### src/rtl/cond_sel_pkg.sv
package cond_sel_pkg;

    // Which rule set produces the two condition bits.
    typedef enum logic {
        SET_STATUS  = 1'b0,
        SET_VARIANT = 1'b1
    } cond_set_e;

    // Condition pair carried between the evaluators and the address mux.
    typedef struct packed {
        logic c1;
        logic c2;
    } cond_pair_t;

    // Address path selected by the condition pair {c1, c2}.
    typedef enum logic [1:0] {
        PATH_DEFAULT = 2'b00,
        PATH_ALT1    = 2'b01,
        PATH_ALT2    = 2'b10,
        PATH_ALT3    = 2'b11
    } path_e;

    function automatic path_e pair_to_path(input cond_pair_t p);
        return path_e'({p.c1, p.c2});
    endfunction

endpackage

### src/rtl/cond_status_eval.sv
module cond_status_eval
    import cond_sel_pkg::*;
#(
    parameter int SEL_W  = 3,
    parameter int ZERO_W = 3
) (
    input  logic [SEL_W-1:0]        sel_i,
    input  logic [(1<<SEL_W)-1:0]   status_i,
    input  logic [ZERO_W-1:0]       low_i,
    output cond_pair_t              pair_o
);
    localparam int LINES = 1 << SEL_W;

    logic [LINES-1:0] line_hot;
    logic [LINES-1:0] line_gated;

    // One decoded line per status bit; each line gates only its own bit.
    for (genvar g = 0; g < LINES; g++) begin : g_line
        assign line_hot[g]   = (sel_i == SEL_W'(g));
        assign line_gated[g] = line_hot[g] & status_i[g];
    end

    assign pair_o.c1 = |line_gated;
    assign pair_o.c2 = (low_i == '0);

endmodule

### src/rtl/cond_variant_eval.sv
module cond_variant_eval
    import cond_sel_pkg::*;
(
    input  logic [1:0] variant_i,
    output cond_pair_t pair_o
);
    assign pair_o.c1 = variant_i[1];
    assign pair_o.c2 = variant_i[0];
endmodule

### src/rtl/start_addr_mux.sv
module start_addr_mux
    import cond_sel_pkg::*;
#(
    parameter int ADDR_W = 7,
    parameter int LOW_W  = 3
) (
    input  path_e              path_i,
    input  logic [ADDR_W-1:0]  dflt_i,
    input  logic [LOW_W-1:0]   alt1_i,
    input  logic [LOW_W-1:0]   alt2_i,
    input  logic [LOW_W-1:0]   alt3_i,
    output logic [ADDR_W-1:0]  addr_o
);
    localparam int HI_W = ADDR_W - LOW_W;

    logic [HI_W-1:0] hi_part;
    assign hi_part = dflt_i[ADDR_W-1:LOW_W];

    always_comb begin
        unique case (path_i)
            PATH_ALT1: addr_o = {hi_part, alt1_i};
            PATH_ALT2: addr_o = {hi_part, alt2_i};
            PATH_ALT3: addr_o = {hi_part, alt3_i};
            default:   addr_o = dflt_i;
        endcase
    end

endmodule

### src/rtl/ucode_start_sel.sv
module ucode_start_sel
    import cond_sel_pkg::*;
#(
    parameter int SEL_W  = 3,
    parameter int ZERO_W = 3,
    parameter int ADDR_W = 7,
    parameter int LOW_W  = 3
) (
    input  logic                          clk_i,
    input  logic                          rst_i,
    input  logic [SEL_W+ZERO_W-1:0]       field_i,
    input  logic [(1<<SEL_W)-1:0]         status_i,
    input  logic                          alt_set_i,
    input  logic [ADDR_W-1:0]             dflt_addr_i,
    input  logic [LOW_W-1:0]              alt1_low_i,
    input  logic [LOW_W-1:0]              alt2_low_i,
    input  logic [LOW_W-1:0]              alt3_low_i,
    output logic [ADDR_W-1:0]             start_addr_o,
    output logic                          cond1_o,
    output logic                          cond2_o
);
    localparam int FIELD_W = SEL_W + ZERO_W;

    cond_pair_t        pair_status;
    cond_pair_t        pair_variant;
    cond_pair_t        pair_sel;
    cond_set_e         set_sel;
    logic [ADDR_W-1:0] addr_next;

    cond_pair_t        pair_q;
    logic [ADDR_W-1:0] addr_q;

    cond_status_eval #(
        .SEL_W  (SEL_W),
        .ZERO_W (ZERO_W)
    ) u_status (
        .sel_i    (field_i[FIELD_W-1:ZERO_W]),
        .status_i (status_i),
        .low_i    (field_i[ZERO_W-1:0]),
        .pair_o   (pair_status)
    );

    cond_variant_eval u_variant (
        .variant_i (field_i[1:0]),
        .pair_o    (pair_variant)
    );

    assign set_sel  = cond_set_e'(alt_set_i);
    assign pair_sel = (set_sel == SET_VARIANT) ? pair_variant : pair_status;

    start_addr_mux #(
        .ADDR_W (ADDR_W),
        .LOW_W  (LOW_W)
    ) u_mux (
        .path_i (pair_to_path(pair_sel)),
        .dflt_i (dflt_addr_i),
        .alt1_i (alt1_low_i),
        .alt2_i (alt2_low_i),
        .alt3_i (alt3_low_i),
        .addr_o (addr_next)
    );

    always_ff @(posedge clk_i) begin
        if (rst_i) begin
            pair_q <= '0;
            addr_q <= '0;
        end else begin
            pair_q <= pair_sel;
            addr_q <= addr_next;
        end
    end

    assign start_addr_o = addr_q;
    assign cond1_o      = pair_q.c1;
    assign cond2_o      = pair_q.c2;

endmodule

### config.mk
export PLATFORM = sky130hd
export DESIGN_NAME = ucode_start_sel
export DESIGN_NICKNAME = d
export VERILOG_FILES = /design/src/rtl/cond_sel_pkg.sv /design/src/rtl/cond_status_eval.sv /design/src/rtl/cond_variant_eval.sv /design/src/rtl/start_addr_mux.sv /design/src/rtl/ucode_start_sel.sv
export SDC_FILE = /design/constraint.sdc
export NUM_CORES = 1
export LEC_CHECK = 0
export ABC_AREA = 1
export BUFFER_PORTS_ARGS = -buffer_cell sky130_fd_sc_hd__buf_2
export CAP_MARGIN = 25
export CORE_AREA = 2 2 40 42
export CTS_CLUSTER_SIZE = 20
export DETAILED_ROUTE_END_ITERATION = 6
export DIE_AREA = 0 0 42 44
export PLACE_DENSITY_LB_ADDON = 0.12
export REMOVE_ABC_BUFFERS = 1
export SETUP_SLACK_MARGIN = 0.1
export SLEW_MARGIN = 20
export SYNTH_ARGS = -nofsm -noshare
export SYNTH_HDL_FRONTEND = slang
export SYNTH_SLANG_ARGS = --single-unit
### constraint.sdc
create_clock -name clk_i -period 1.6 [get_ports clk_i]
set_input_delay 0.08 -clock clk_i [delete_from_list [all_inputs] [get_ports clk_i]]
set_output_delay 0.08 -clock clk_i [all_outputs]
set_load 0.05 [all_outputs]
==> qor.yml <==
sta:
  setup_ws_ps: 716
  hold_viol_final: 0
  worst_slew_pin_slew_ps: 263
  fin_crit_sh_pct: 55.2
  setup_viol: 0
  max_freq_mhz: 1130
  tns_ps: 0
  finalCriticalPeriod_ps: 884
  slew_headroom_pct: 82.4
  worst_hold_slack_ps: 29.7
  slew_violations: 0
  rsz0062_at_grt: "false"
synth:
  synth_area_um2: 528
  synth_cells: 80
  synth.area.top_cells: "dfxtp_1, nand2_1, inv_1"
  synth_top_area_share_pct: 34.1
  synth_top_area_cell: "dfxtp_1"
  yosys_register_bits: 9
  synth.yosys.seq_area_share_pct: 34.1
  synth.distinct_cells: 15
  yosys_warnings: 0
  avgSynthCellArea_um2: 6.60
detailed_routing:
  drtIter0Drc: 13
  via_count: 625
  wl_per_cell_um: 8.50
  drt-total-wl_mm: 1.20
  dr.pass1.iters: 4
  drc: 0
  viasPerCell: 4.43
  ant_nets: 0
clocking:
  cts.clk_slew.worst_paths_ps: 60
  cts.sinks: 9
  cts.path.max_buffers: 2
  holdBufCountCts: 0
  tritoncts: "built"
  numCtsBuffers: 3
  h-tree-depth: 1
  cts_resized: 0
  cts-root-buf: "clkbuf_4"
  cts_post_setup_buffers_inserted: 0
die:
  die_x_um: 42
  start_util_pct: 37.2
  die_y_um: 44
  core_um2: 1420
  io_pins: 42
  rows: 14
  die_area_um2: 1850
finish:
  regArea_um2: 180
  final_common_cell: "buf_2"
  final_cell_mix: "buf_2, nand2_1, inv_1, dfxtp_1, nor2_1"
  drive_above_1_share_pct: 44.8
  fin_nets: 159
  multi_input_area_um2: 285
  synthToLayoutAreaGrowth_pct: 47.6
  nFillCells: 155
  num_antenna_cells: 0
worst_setup_path:
  criticalPathCategory: "flip-flop to output pin"
  timing.critical_path.buf_inv: 1
  cp-end-kind: "output pin"
  path_cells: "buf_2"
  cp_slowest_stage_delay_ps: 300
  path_delay_family: "flip-flops"
  cp-startpoint: "start_addr_o[6]"
  cp_slowest_cell: "dfxtp_1"
  crit_fanout: 1
  crit_required_ps: 1520
  worstPathArrival_ps: 800
  start_kind: "flip-flop"
placed_design:
  numPortBuffers: 41
  place_ws_ps: 479
  gp_congestion: 0.790
  dp_hpwl_mm: 1.02
min_path:
  whs_endpoint: "start_addr_o[4]"
  hold_path_depth: 3
  min_path_type: "primary input to flip-flop"
  min_from: "dflt_addr_i[4]"
pwr:
  powerDensity_nw_per_um2: 786
  power_leakage_uw: 0.000480
  finalPower_uw: 612
  vdd_drop_max_uv: 214
run:
  max-cap-violations: 0
global_route:
  grt_use_total_pct: 15.6
  first_global_vias: 549
  antenna_found_initial: 0
  grt_max_degree: 11
  grt-ovfl-total: 0
  grt_pass1_wl_mm: 2.14
run_status:
  outcome: "finished clean"
## per-layer routing
layer  routed length, µm  vias up  global-route usage, %  share of wire, %
met3                 108        2                   4.58               9.0
met4                  17        0                   13.5               1.4
li1                    -      336                      -                 -
met5                   0        -                      0                 0
met1                 515      264                   17.4                43
met2                 558       23                   24.4                47
## metrics by stage
| step | instances | util [%] | area, µm² |
|---|---|---|---|
| detailed placement | 137 | 53.1 | 753 |
| global route | 141 | 54.9 | 779 |
| global placement | 137 | 53.1 | 753 |
| finish | 141 | 54.9 | 779 |
| CTS | 141 | 54.9 | 779 |
| floorplan | 80 | - | 528 |
## layout make-up
cell class | count | area share [%]
well taps | 16 | 2.57
clock buffers | 4 | 3.37
inverters | 16 | 8.03
multi-input cells | 55 | 36.6
flip-flops and latches | 9 | 23.1
repair buffers | 41 | 26.3
## worst min-delay path, delay by kind of cell
family / cells / cell delay (ps)
buf+inv: 2 / 100
simple gates: 1 / 60
## cells in the mapped netlist
library cell / number
nand3b_2: 1
nand3_2: 1
o21ai_4: 1
or2_0: 3
a21oi_2: 3
nand4_1: 3
nand3_1: 6
inv_1: 11
dfxtp_1: 9
nand3_4: 1
a21oi_1: 1
inv_2: 4
nor2_1: 7
inv_4: 1
nand2_1: 28
## worst max path at each step
stage	cells past startpoint	to
after floorplan	8	start_addr_o[0]
after global placement	9	start_addr_o[2]
after detailed placement	9	start_addr_o[1]
after CTS	1	start_addr_o[6]
after global routing	1	start_addr_o[2]
final	1	start_addr_o[6]
## kinds of logic after synthesis
kind of cell,after synthesis,share of synthesized area [%]
AOI/OAI and AO/OA,5,9.01
and+or+nand+nor,50,45.0
buffers and inverters,16,11.8
DFF,9,34.1
## report_power, final
part	switching [µW]	internal [µW]
Sequential	2.86	240
Combinational	132	71.7
Clock	70.3	95.5
## registers in the layout (all words and copies together) (netlist names)
name	flops
start_addr_o	7
cond2_o	1
cond1_o	1
Power figures use the tool's default switching activity.
